## src/rtl/coh_pkg.sv

```systemverilog
package coh_pkg;

  typedef enum logic [1:0] {
    ST_IDLE  = 2'd0,
    ST_SNOOP = 2'd1,
    ST_WAIT  = 2'd2
  } cohState_t;

  // strobes from control to datapath
  typedef struct packed {
    logic capture;
    logic snoopPhase;
  } cohStrobe_t;

endpackage

```

## src/rtl/coh_arbiter.sv

```systemverilog
module coh_arbiter #(
  parameter int N   = 4,
  parameter int IDW = 2
) (
  input  logic           clk,
  input  logic           rstN,
  input  logic           enable,
  input  logic [N-1:0]   reqValid,
  output logic [N-1:0]   reqReady,
  output logic           gntAny,
  output logic [IDW-1:0] gntIdx
);

  logic [IDW-1:0] ptr;

  always_comb begin
    gntAny = 1'b0;
    gntIdx = '0;
    for (int k = 0; k < N; k++) begin
      int cand;
      cand = int'(ptr) + k;
      if (cand >= N) cand = cand - N;
      if (!gntAny && reqValid[cand]) begin
        gntAny = 1'b1;
        gntIdx = IDW'(cand);
      end
    end
  end

  always_comb begin
    reqReady = '0;
    if (enable && gntAny) reqReady[gntIdx] = 1'b1;
  end

  always_ff @(posedge clk) begin
    if (!rstN) ptr <= '0;
    else if (enable && gntAny)
      ptr <= (int'(gntIdx) == N - 1) ? '0 : IDW'(int'(gntIdx) + 1);
  end


  grant_onehot_chk: assert property (@(posedge clk) disable iff (!rstN)
    $onehot0(reqReady));

endmodule

```

## src/rtl/coh_datapath.sv

```systemverilog
module coh_datapath
  import coh_pkg::*;
#(
  parameter int N   = 4,
  parameter int IDW = 2
) (
  input  logic           clk,
  input  logic           rstN,
  input  cohStrobe_t     stb,
  input  logic [IDW-1:0] gntIdx,
  input  logic [N-1:0]   reqOp,
  input  logic [N-1:0]   snpReady,
  output logic [N-1:0]   snpValid,
  output logic           snpInval,
  output logic [IDW-1:0] reqIdxQ,
  output logic           pendDone
);

  logic [N-1:0] pend;
  logic         opQ;

  always_ff @(posedge clk) begin
    if (!rstN) begin
      pend    <= '0;
      opQ     <= 1'b0;
      reqIdxQ <= '0;
    end else if (stb.capture) begin
      pend          <= '1;
      pend[gntIdx]  <= 1'b0;
      opQ           <= reqOp[gntIdx];
      reqIdxQ       <= gntIdx;
    end else if (stb.snoopPhase) begin
      pend <= pend & ~snpReady;
    end
  end

  assign snpValid = pend;
  assign snpInval = opQ;
  assign pendDone = ((pend & ~snpReady) == '0);


  hold_valid_chk: assert property (@(posedge clk) disable iff (!rstN)
    ((snpValid & ~snpReady) != '0) |=>
      ((snpValid & $past(snpValid & ~snpReady)) == $past(snpValid & ~snpReady)));


  no_self_snoop_chk: assert property (@(posedge clk) disable iff (!rstN)
    snpValid[reqIdxQ] == 1'b0);

endmodule

```

## src/rtl/coh_ctrl.sv

```systemverilog
module coh_ctrl
  import coh_pkg::*;
#(
  parameter int IDW = 2
) (
  input  logic           clk,
  input  logic           rstN,
  input  logic           gntAny,
  input  logic           pendDone,
  input  logic           cplValid,
  input  logic [IDW-1:0] cplIdx,
  input  logic [IDW-1:0] reqIdxQ,
  output cohStrobe_t     stb,
  output logic           arbEnable,
  output logic           cplReady,
  output logic           busy,
  output logic           protoErr
);

  cohState_t state, stateNext;
  logic      cplGood, cplBad;

  assign cplGood = (state == ST_WAIT) && cplValid && (cplIdx == reqIdxQ);
  assign cplBad  = (state == ST_WAIT) && cplValid && (cplIdx != reqIdxQ);

  always_comb begin
    stateNext      = state;
    stb.capture    = 1'b0;
    stb.snoopPhase = 1'b0;
    unique case (state)
      ST_IDLE: begin
        stb.capture = gntAny;
        if (gntAny) stateNext = ST_SNOOP;
      end
      ST_SNOOP: begin
        stb.snoopPhase = 1'b1;
        if (pendDone) stateNext = ST_WAIT;
      end
      ST_WAIT: begin
        if (cplGood) stateNext = ST_IDLE;
      end
      default: stateNext = ST_IDLE;
    endcase
  end

  always_ff @(posedge clk) begin
    if (!rstN) begin
      state    <= ST_IDLE;
      protoErr <= 1'b0;
    end else begin
      state <= stateNext;
      if (cplBad) protoErr <= 1'b1;
    end
  end

  assign arbEnable = (state == ST_IDLE);
  assign cplReady  = (state == ST_WAIT);
  assign busy      = (state != ST_IDLE);


  sticky_err_chk: assert property (@(posedge clk) disable iff (!rstN)
    protoErr |=> protoErr);


  bad_cpl_open_chk: assert property (@(posedge clk) disable iff (!rstN)
    cplBad |=> (busy && protoErr));


  good_cpl_close_chk: assert property (@(posedge clk) disable iff (!rstN)
    cplGood |=> !busy);

endmodule

```

## src/rtl/coh_serializer.sv

```systemverilog
module coh_serializer
  import coh_pkg::*;
#(
  parameter int N   = 4,
  localparam int IDW = (N > 1) ? $clog2(N) : 1
) (
  input  logic           clk,
  input  logic           rstN,
  input  logic [N-1:0]   reqValid,
  input  logic [N-1:0]   reqOp,
  output logic [N-1:0]   reqReady,
  output logic [N-1:0]   snpValid,
  input  logic [N-1:0]   snpReady,
  output logic           snpInval,
  output logic [IDW-1:0] snpRequester,
  input  logic           cplValid,
  input  logic [IDW-1:0] cplIdx,
  output logic           cplReady,
  output logic           busy,
  output logic           protoErr
);

  cohStrobe_t     stb;
  logic           arbEnable, gntAny, pendDone;
  logic [IDW-1:0] gntIdx, reqIdxQ;

  coh_arbiter #(.N(N), .IDW(IDW)) uArb (
    .clk(clk), .rstN(rstN), .enable(arbEnable), .reqValid(reqValid),
    .reqReady(reqReady), .gntAny(gntAny), .gntIdx(gntIdx)
  );

  coh_ctrl #(.IDW(IDW)) uCtrl (
    .clk(clk), .rstN(rstN), .gntAny(gntAny), .pendDone(pendDone),
    .cplValid(cplValid), .cplIdx(cplIdx), .reqIdxQ(reqIdxQ), .stb(stb),
    .arbEnable(arbEnable), .cplReady(cplReady), .busy(busy), .protoErr(protoErr)
  );

  coh_datapath #(.N(N), .IDW(IDW)) uDp (
    .clk(clk), .rstN(rstN), .stb(stb), .gntIdx(gntIdx), .reqOp(reqOp),
    .snpReady(snpReady), .snpValid(snpValid), .snpInval(snpInval),
    .reqIdxQ(reqIdxQ), .pendDone(pendDone)
  );

  assign snpRequester = reqIdxQ;


  no_grant_busy_chk: assert property (@(posedge clk) disable iff (!rstN)
    (reqReady != '0) |-> !busy);


  wait_after_snoops_chk: assert property (@(posedge clk) disable iff (!rstN)
    cplReady |-> (snpValid == '0));


  stable_kind_chk: assert property (@(posedge clk) disable iff (!rstN)
    (busy && $past(busy)) |-> ($stable(snpInval) && $stable(snpRequester)));

endmodule

```

## config.mk

```make
export PLATFORM = sky130hd
export DESIGN_NAME = coh_serializer
export DESIGN_NICKNAME = d
export VERILOG_FILES = /design/src/rtl/coh_pkg.sv /design/src/rtl/coh_arbiter.sv /design/src/rtl/coh_datapath.sv /design/src/rtl/coh_ctrl.sv /design/src/rtl/coh_serializer.sv
export SDC_FILE = /design/constraint.sdc
export NUM_CORES = 1
export LEC_CHECK = 0
export BUFFER_PORTS_ARGS = -buffer_cell sky130_fd_sc_hd__buf_2
export CELL_PAD_IN_SITES_DETAIL_PLACEMENT = 1
export CELL_PAD_IN_SITES_GLOBAL_PLACEMENT = 1
export CORE_MARGIN = 2
export CORE_UTILIZATION = 34
export DETAILED_ROUTE_END_ITERATION = 8
export HOLD_SLACK_MARGIN = 0.12
export PLACE_DENSITY = 0.72
export SYNTH_ARGS = -nofsm -noshare
export SYNTH_HDL_FRONTEND = slang
export SYNTH_HIERARCHICAL = 1
export SYNTH_SLANG_ARGS = --single-unit
```

## constraint.sdc

```tcl
create_clock -name clk -period 2.5 [get_ports clk]
set_input_delay 0.25 -clock clk [delete_from_list [all_inputs] [get_ports clk]]
set_output_delay 0.25 -clock clk [all_outputs]
set_load 0.01 [all_outputs]
```

# Yosys cells after proc, flatten, opt, wreduce, memory -nomap -nowiden
# Index checks and enable logic that the tools add are counted.
[classes]
bitwise = 3
add_sub_neg = 8
muxes = 38
reduce_logical = 16
n_eq_ne = 8
order_cmp = 10
[op_table]
columns = ["operator", "n"]
rows = [
  ["$lt 32x4->1 const B", 4],
  ["$mux 32", 4],
  ["$ge 32x4->1 const B", 3],
  ["$sub 32x4->32 const B", 3],
  ["$mux 1", 16],
  ["$mux 2", 8],
  ["$mux 4", 3],
  ["$bmux 1 s2", 5],
  ["$logic_and 1x1->1", 8],
  ["$not 4->4", 2],
  ["$add 2x2->3 const B", 2],
  ["$pmux 2 s3", 1],
  ["$and 4x4->4", 1],
  ["$eq 2x1->1 const B", 2],
  ["$logic_not 4->1", 1],
  ["$ne 2x2->1 const B", 2],
  ["$reduce_bool 2->1", 2],
  ["$sub 2x3->4 const B", 1],
  ["$add 2x1->3 const B", 1],
  ["$ge 2x3->1 const B", 1],
  ["$logic_not 1->1", 3],
  ["$lt 2x3->1 const B", 1],
  ["$reduce_and 3->1", 1],
  ["$add 2x1->2 const B", 1],
  ["7 further kinds", 7],
]
[word_totals]
elab_cells = 89
regBits = 12
input_bits = 17

# Longest topological paths before layout
# Gate-level depths: netlist of run 1.
[depth]
depth_word = 21
mapped_depth = 7

# Cells and area by module
# The synthesis of run 1 kept the hierarchy.
[modules_own_cells]
columns = ["module", "cells_each", "instances", "area_per_inst_um2", "seq_area_each_um2"]
rows = [
  ["coh_datapath", 36, 1, 389.1, 140.1],
  ["coh_arbiter", 32, 1, 259.0, 40.0],
  ["coh_ctrl", 21, 1, 170.2, 60.1],
]

# Worst setup path after synthesis of run 1
# No wires, ideal clock.
[synth_path]
path_kind = "register -> output"
from = "reg uArb.ptr[1]"
to = "out reqReady[3]"
path_buffers = 0
path_slack_ps = 641
arrival_ps = 1609
t_required_ps = 2250
path_stages_with_launch = 6
cell_sequence = "dfxtp_1 mux2_2 a221oi_1 and2_2 ha_1 and3_2"
[synth_via]
elab_chain_len = 20
word_cells_on_any_way = 48
cone_classes = "add/sub: 7; order compare: 6; mux: 27; reduce/logical: 8"
[synth_lines]
columns = ["element", "line_no", "text"]
rows = [
  ["from (decl)", "coh_arbiter.sv:14", "logic [IDW-1:0] ptr;"],
  ["from (signal assigned)", "coh_arbiter.sv:38", "ptr <= (int'(gntIdx) == N - 1) ? '0 : IDW'(int'(gntIdx) + 1);"],
  ["branches (longest 14 deep; another with $sub 32x4->32)", "-", ""],
  ["$mux 2 *", "coh_arbiter.sv:23", "if (!gntAny && reqValid[cand]) begin"],
  ["net gntIdx[0]", "coh_serializer.sv:25", "logic [IDW-1:0] gntIdx, reqIdxQ;"],
  ["$lt 2x3->1 (not written as such) or $ge 2x1->1 (tied branches)", "coh_arbiter.sv:32", "if (enable && gntAny) reqReady[gntIdx] = 1'b1;"],
  ["$logic_and 1x1->1 (not written as such)", "coh_arbiter.sv:32", ""],
  ["$mux 1 (not written as such)", "coh_arbiter.sv:32", ""],
  ["$demux 1 s2 *", "-", ""],
  ["$mux 4 *", "coh_arbiter.sv:32", ""],
  ["to (decl)", "coh_serializer.sv:11", "output logic [N-1:0] reqReady,"],
]
# Mark *: on every way through the listed nets, which the timed path passes. The select of a mux whose other input is x is not followed.

# Worst setup path in the final report of run 1
[layout_path]
from = "reg uArb.ptr[1]"
to = "out reqReady[1]"
# Same word-level chain as after synthesis.

==> out/metrics.yaml, run 1 <==
status:
  status: "completed"
logic_synthesis:
  yosysMostFrequentCell: "dfxtp_1"
  async_flop_share: 0
  ys_top_cells_by_area: "dfxtp_1, ha_1, mux2i_1"
  syn-cell-area_um2: 818.3
  yosys_warnings: 6
  synth_top_cell_area_share: 0.2936
  ys_seq_area_frac: 0.2936
  synth_edf_count: 0
  synthesis.nets: 110
  yosysUniqueCellTypes: 37
  ys_ff_latch: 12
  ys.flop_type: "dfxtp_1"
  synth_area_leader_cell: "dfxtp_1"
  synth_cells: 89
  synth_commonest_cells: "dfxtp_1, inv_1, nor2b_1, mux2i_1, nand2_1"
  avgSynthCellArea_um2: 9.194
critical_path:
  critPathMaxFanout: 6
  criticalPathCategory: "register to output port"
  cp_data_arrival_time_ns: 2.07
  crit_required_ns: 2.25
  r2r_slack_ns: 0.57
  setup.worst_path.end_class: "output port"
  cp-start-kind: "register"
floorplanning:
  core_area_um2: 2255
  dieWidth_um: 53.06
  die-area_um2: 2815
  die_h_um: 53.06
  ios: 31
  rows: 17
  initial_core_util: 0.3629
placed_design:
  io_buffers: 30
  dp_hpwl_um: 1532
  pre_cts_ws_ns: 0.3898
  gp_congestion: 0.7775
pwr:
  clkPwrFrac: 0.119
  seq_power_share: 0.315
  power_switching_mw: 0.4250
  p_int_mw: 0.5847
  power.leakage_nw: 0.4933
  power_frac_comb: 0.566
  cellPowerDensity_nw_per_um2: 1013
  swShare: 0.4209
  vdd_ir_drop_max_uv: 403.0
cts:
  cts_sinks: 12
  cts_buffers: 3
  ctsResizeCount: 0
  root_buffer: "clkbuf_4"
  htree_levels: 1
  cts_setup_buffers: 0
  cts_tree: "done"
  hold_buffers: 0
  clk_latency_ns: 0.27
  cts_max_path_buffers: 2
  path_clk_slew_ns: 0.08
grt:
  antenna_found_initial: 0
  grt_overflow: 0
  grt_max_degree: 18
  grt_usage: 0.1610
  grt_pass1_vias: 752
  grt_pass1_wl_um: 3277
timing:
  setup_violations: 0
  fin_worst_skew_ns: 0.005160
  hold_viol_final: 0
  slew_headroom: 0.6904
  tightestPinTransition_ns: 0.4644
  fin_ws_ns: 0.1773
  clock.fmax_mhz: 430.5
  period_share: 0.9291
  setup_tns_ns: 0
  rsz0062_at_grt: "false"
  slew_viol_final: 0
  holdWs_ns: 0.2369
  finalCriticalPeriod_ns: 2.323
layout:
  antennaDiodeCount: 0
  drive_above_1_share: 0.3729
  nNetsFinal: 141
  area_delta_synth_final_pct: 21.87
  num-fill-cells: 301
routing:
  highest_layer: "met4"
  detail_route.wl_per_cell_um: 13.44
  vias_per_cell: 5.110
  wirelength_um: 1962
  dr_total_vias: 746
  dr.pass1.iters: 2
  drtIter0Drc: 7
  ant_nets: 0
  met1_length_um: 892
  route.detailed.drc: 0
  wl_met3_um: 110
  met2WireLength_um: 942
job:
  max_cap_viol_count: 0
worst_hold_path:
  hold_path_class: "input pin to register"
[logic make-up (layout without fill, tap and decap cells)]
group | Yosys count | after routing | synth area share
flops | 12 | 12 | 0.2936
fa+ha+maj | 4 | 4 | 0.06116
xor+xnor | 2 | 2 | 0.02141
mux | 6 | 6 | 0.07493
buf+inv | 12 | 41 | 0.07951
simple gates | 32 | 32 | 0.2477
compound gates | 21 | 21 | 0.2217
[through the flow]
step	instances	power [mW]	utilization	instance area, um^2
2_1_floorplan	89	0.7407	-	818.3
3_3_place_gp	143	0.8740	0.4295	968.4
3_5_place_dp	143	0.8918	0.4295	968.4
4_1_cts	146	1.019	0.4395	991.0
5_1_grt	146	1.107	0.4423	997.2
6_report	146	1.010	0.4423	997.2
[worst paths after layout]
check                       from              to  cells after the start
setup / recovery     uArb/ptr[1]     reqReady[1]                      6
setup reg to reg     uArb/ptr[1]     uArb/ptr[1]                      6
hold reg to reg   uCtrl/protoErr  uCtrl/protoErr                      2
hold / removal          cplValid  uCtrl/protoErr                      3
[flip-flops by register name, indices dropped and copies added, names as in the netlist]
| signal | count |
|---|---|
| uCtrl/state | 2 |
| uDp/snpInval | 1 |
| uDp/snpValid | 4 |
| uArb/ptr | 2 |
| uDp/reqIdxQ | 2 |
| uCtrl/protoErr | 1 |
[layout make-up]
type / instances / area (um^2) / area share
Inverter: 8 / 30.03 / 0.03011
Tap cell: 28 / 35.03 / 0.03513
Multi-Input combinational cell: 65 / 519.2 / 0.5207
Sequential cell: 12 / 240.2 / 0.2409
Timing Repair Buffer: 30 / 150.1 / 0.1506
Clock buffer: 3 / 22.52 / 0.02258
[cells in the final DEF, fill, tap and decap left out, drive strengths merged]
cell type / synthesis / routed
mux2i: 5 / 5
buf: 3 / 30
or2: 1 / 1
or4: 1 / 1
nor2: 2 / 2
nand2: 6 / 6
o22ai: 1 / 1
mux2: 1 / 1
nor3b: 1 / 1
o221a: 4 / 4
a221oi: 1 / 1
nand2b: 2 / 2
ha: 4 / 4
a2111oi: 1 / 1
inv: 8 / 8
and2: 3 / 3
and2b: 1 / 1
a21oi: 3 / 3
and3: 4 / 4
nand3: 2 / 2
o221ai: 1 / 1
nor2b: 7 / 7
a21boi: 5 / 5
clkbuf: 1 / 3
nand3b: 2 / 2
o22a: 1 / 1
a32oi: 1 / 1
o21ai: 3 / 3
xor2: 2 / 2
dfxtp: 12 / 12
[per-layer routing]
layer,vias up,global-route usage
li1,378,-
met1,348,0.1962
met2,18,0.2667
met3,2,0.03672
met4,0,0.07265
met5,-,0
[critical path, stage by stage (launching register included)]
cell and delay [ns]:
dfxtp_1 0.41, mux2_2 0.36, a221oi_2 0.30, and2_2 0.28, ha_1 0.17, and3_2 0.16
buf_2 0.12
[power groups by stage]
stage / registers [mW] / logic (mW) / clock network, mW
floorplan: 0.335 / 0.406 / 0
global placement: 0.317 / 0.557 / 0
detailed placement: 0.323 / 0.568 / 0
CTS: 0.317 / 0.572 / 0.129
global route: 0.329 / 0.638 / 0.140
finish: 0.318 / 0.571 / 0.120
No activity file was read; power rests on OpenSTA's default activity.
==> run 2: changes to the inputs <==
- RECOVER_POWER: unset -> 25
==> out/metrics.yaml, run 2 (same netlist as run 1, synthesis figures left out) <==
critical_path:
  cp_data_arrival_time_ns: 2.07
  worstSetupEndpoint: "reqReady[1]"
  slowest_stage: "dfxtp_1"
  max_stage_delay_ns: 0.41
  path_delay_family: "simple AND/OR/NAND/NOR gates"
  r2r_cells: 6
  setup.worst_path.end_class: "output port"
  cp-start-kind: "register"
  criticalPathCategory: "register to output port"
  startpoint: "uArb/ptr[1]"
  cp.depth: 6
  r2r_start: "uArb/ptr[1]"
  worstReg2RegEnd: "uArb/ptr[1]"
  r2r_slack_ns: 0.57
  critPathBufInv: 1
  crit_chain: "mux2_2 -> a221oi_2 -> and2_2 -> ha_1 -> and3_2 -> buf_2"
  critPathMaxFanout: 6
  crit_required_ns: 2.25
timing:
  period_share: 0.9291
  hold_viol_final: 0
  slew_viol_final: 0
  rsz0062_at_grt: "false"
  setup_tns_ns: 0
  tightestPinTransition_ns: 0.4655
  setup_violations: 0
  clock.fmax_mhz: 430.5
  slew_headroom: 0.6896
  fin_worst_skew_ns: 0.005160
  finalCriticalPeriod_ns: 2.323
floorplanning:
  ios: 31
  initial_core_util: 0.3629
  die_h_um: 53.06
  die-area_um2: 2815
  rows: 17
  core_area_um2: 2255
  dieWidth_um: 53.06
cts:
  cts_max_path_buffers: 2
  htree_levels: 1
  cts_tree: "done"
  clk_latency_ns: 0.27
  path_clk_slew_ns: 0.08
  root_buffer: "clkbuf_4"
  cts_sinks: 12
  cts_setup_buffers: 0
  cts_buffers: 3
routing:
  ant_nets: 0
  detail_route.wl_per_cell_um: 13.50
  drtIter0Drc: 7
  dr_total_vias: 746
  dr.pass1.iters: 2
  wirelength_um: 1971
  vias_per_cell: 5.110
  route.detailed.drc: 0
grt:
  grt_pass1_vias: 752
  grt_overflow: 0
  grt_usage: 0.1610
  antenna_found_initial: 0
  grt_max_degree: 18
  grt_pass1_wl_um: 3277
pwr:
  vdd_ir_drop_max_uv: 403.0
  cellPowerDensity_nw_per_um2: 1012
  design_power_total_mw: 1.003
  power.leakage_nw: 0.4743
layout:
  multiInputGateArea_um2: 519.2
  area_delta_synth_final_pct: 21.10
  nNetsFinal: 141
  num-fill-cells: 302
  regArea_um2: 240.2
  antennaDiodeCount: 0
  drive_above_1_share: 0.3305
  largest_reg_flops: 4
  mostFrequentLayoutCells: "buf_2, dfxtp_1, inv_1, nor2b_1"
  layout_commonest_cell: "buf_2"
placed_design:
  dp_hpwl_um: 1532
  gp_congestion: 0.7775
  io_buffers: 30
status:
  status: "completed"
worst_hold_path:
  hold_path_class: "input pin to register"
job:
  max_cap_viol_count: 0
-- run 2: cell types whose count changed in the layout (fill, tap and decap cells not counted), sizes merged --
cell / change
buf: -5
clkbuf: +5
-- run 2: worst min path at each step --
stage,start,endpoint,slack (ns),depth (start not counted)
after floorplan,rstN,uCtrl/protoErr,0.37,2
after global placement,uCtrl/protoErr,uCtrl/protoErr,0.43,2
after detailed placement,uCtrl/protoErr,uCtrl/protoErr,0.44,2
after CTS,cplValid,uCtrl/protoErr,0.22,3
after global routing,cplValid,uCtrl/protoErr,0.25,3
final,cplValid,uCtrl/protoErr,0.25,3
-- run 2: metal layers --
layer	vias up	part of all wire	GRT usage
met5	-	0	0
met4	0	0.0086	0.07265
met3	2	0.058	0.03672
met2	18	0.48	0.2667
met1	348	0.45	0.1962
li1	378	-	-
-- run 2: what timing repair did --
action                                  in CTS  in global routing
resized for setup                            0                  1
endpoints found under the setup margin       0                  2
hold buffers                                 0                  0
-- run 2: power by group --
| part | total [mW] | switching, mW | internal (mW) |
|---|---|---|---|
| combinational | 0.564 | 0.304 | 0.259 |
| clock | 0.120 | 0.0646 | 0.0557 |
| sequential | 0.320 | 0.0573 | 0.262 |
-- run 2: metrics by stage --
stage / utilization / area [um^2] / worst slack, ns / cells / hold slack [ns]
2_1_floorplan: - / 818.3 / 0.6409 / 89 / 0.3688
3_3_place_gp: 0.4295 / 968.4 / 0.4743 / 143 / 0.4310
3_5_place_dp: 0.4295 / 968.4 / 0.3898 / 143 / 0.4415
4_1_cts: 0.4395 / 991.0 / 0.06543 / 146 / 0.2244
5_1_grt: 0.4395 / 991.0 / 0.06508 / 146 / 0.2472
6_report: 0.4395 / 991.0 / 0.1773 / 146 / 0.2488
-- run 2: worst reg2reg max path: cells and delay by family (launching register included) --
kind	cells	cell delay, ns
muxes	2	0.52
and+or+nand+nor	2	0.34
adders and majority gates	1	0.25
DFF	1	0.41
AOI/OAI and AO/OA	1	0.30
-- run 2: cell type report --
type / count / share of cell area
clock buffer: 3 / 0.02273
multi-input combinational: 65 / 0.5240
timing repair buffer: 30 / 0.1452
inverter: 8 / 0.03030
tap: 28 / 0.03535
sequential: 12 / 0.2424
==> run 3: changes to the inputs <==
- CTS_BUF_LIST: unset -> sky130_fd_sc_hd__clkbuf_8 sky130_fd_sc_hd__clkbuf_16
- GPL_TIMING_DRIVEN: unset -> 0
==> out/metrics.yaml, run 3 (same netlist as run 1, synthesis figures left out) <==
floorplanning:
  ios: 31
  initial_core_util: 0.3629
  rows: 17
  core_area_um2: 2255
  die_h_um: 53.06
  die-area_um2: 2815
  dieWidth_um: 53.06
pwr:
  power_frac_comb: 0.544
  power.leakage_nw: 0.5033
  seq_power_share: 0.295
  vdd_ir_drop_max_uv: 463.9
  cellPowerDensity_nw_per_um2: 1034
  swShare: 0.3964
  clkPwrFrac: 0.161
  p_int_mw: 0.6519
  design_power_total_mw: 1.080
  power_switching_mw: 0.4281
worst_hold_path:
  hold_end: "uCtrl/protoErr"
  hold_path_class: "input pin to register"
  worstHoldStart: "cplValid"
  min_path_cells: 3
critical_path:
  r2r_start: "uArb/ptr[1]"
  crit_required_ns: 2.25
  startpoint: "uArb/ptr[1]"
  r2r_cells: 6
  cp_data_arrival_time_ns: 2.02
  cp-start-kind: "register"
  critPathMaxFanout: 6
  criticalPathCategory: "register to output port"
  r2r_slack_ns: 0.61
  worstReg2RegEnd: "uArb/ptr[1]"
  setup.worst_path.end_class: "output port"
timing:
  fin_worst_skew_ns: 0.001608
  holdWs_ns: 0.2903
  clock.fmax_mhz: 439.8
  slew_viol_final: 0
  rsz0062_at_grt: "false"
  fin_ws_ns: 0.2264
  finalCriticalPeriod_ns: 2.274
  setup_violations: 0
  hold_viol_final: 0
  slew_headroom: 0.7718
  period_share: 0.9094
  setup_tns_ns: 0
  tightestPinTransition_ns: 0.3417
cts:
  cts_buffers: 3
  cts_max_path_buffers: 2
  cts_sinks: 12
  htree_levels: 1
  cts_tree: "done"
  clk_latency_ns: 0.24
  path_clk_slew_ns: 0.05
  root_buffer: "clkbuf_8"
placed_design:
  dp_hpwl_um: 1574
  place_inst: 147
  gp_congestion: 0.6931
  io_buffers: 30
  pre_cts_ws_ns: 0.3463
grt:
  antenna_found_initial: 0
  grt_usage: 0.1617
  grt_max_degree: 11
  grt_pass1_wl_um: 3291
  grt_overflow: 0
  grt_pass1_vias: 786
layout:
  mostFrequentLayoutCells: "buf_2, dfxtp_1, inv_1, nor2b_1"
  antennaDiodeCount: 0
  layout_commonest_cell: "buf_2"
  drive_above_1_share: 0.3525
  area_delta_synth_final_pct: 27.68
  layout.cells.non_filler: 150
  nNetsFinal: 145
  largest_reg_flops: 4
routing:
  dr.pass1.iters: 2
  vias_per_cell: 5.033
  ant_nets: 0
  drtIter0Drc: 3
  route.detailed.drc: 0
  wirelength_um: 1961
  dr_total_vias: 755
  detail_route.wl_per_cell_um: 13.07
status:
  status: "completed"
job:
  max_cap_viol_count: 0
-- run 3: how the worst max path moves through the flow --
stage                     slack (ns)  cells after the start     endpoint
after floorplan                 0.64                      5  reqReady[3]
after global placement          0.35                      6  reqReady[3]
after detailed placement        0.35                      6  reqReady[3]
after CTS                       0.08                      6  reqReady[3]
after global routing            0.05                      6  reqReady[3]
final                           0.23                      6  reqReady[3]
-- run 3: metal layers --
metal / global-route usage / part of all wire / vias up
met2: 0.2917 / 0.50 / 20
met3: 0.02542 / 0.053 / 4
met4: 0.08974 / 0.024 / 0
li1: - / - / 380
met5: 0 / 0 / -
met1: 0.1778 / 0.42 / 351
-- run 3: area by class of cell --
class / count / area, um^2
multi-input cells: 65 / 519.2
fillers: 287 / 1210
well taps: 28 / 35.03
clock buffers: 3 / 41.29
flip-flops and latches: 12 / 240.2
repair buffers: 30 / 143.9
plain buffers: 4 / 35.03
inverters: 8 / 30.03
-- run 3: repair_timing --
action,CTS,global route
hold buffers,0,0
resized for setup,0,1
buffers inserted,0,0
setup endpoints to repair,0,2
-- run 3: power by group through the flow --
stage	sequential [mW]	combinational (mW)	clock, mW
global placement	0.318	0.581	0
CTS	0.319	0.600	0.182
detailed placement	0.323	0.595	0
global route	0.333	0.664	0.188
floorplan	0.335	0.406	0
finish	0.318	0.588	0.174
-- run 3: stage by stage --
| stage | area, um^2 | util |
|---|---|---|
| 2_1_floorplan | 818.3 | - |
| 3_3_place_gp | 1003 | 0.4451 |
| 3_5_place_dp | 1003 | 0.4451 |
| 4_1_cts | 1045 | 0.4634 |
| 5_1_grt | 1045 | 0.4634 |
| 6_report | 1045 | 0.4634 |
-- run 3: critical path, cell delays in order (launching register included) --
cell and delay [ns]:
dfxtp_1 0.40, mux2_2 0.36, a221oi_2 0.29, and2_2 0.29, ha_1 0.16, and3_2 0.16
buf_2 0.12
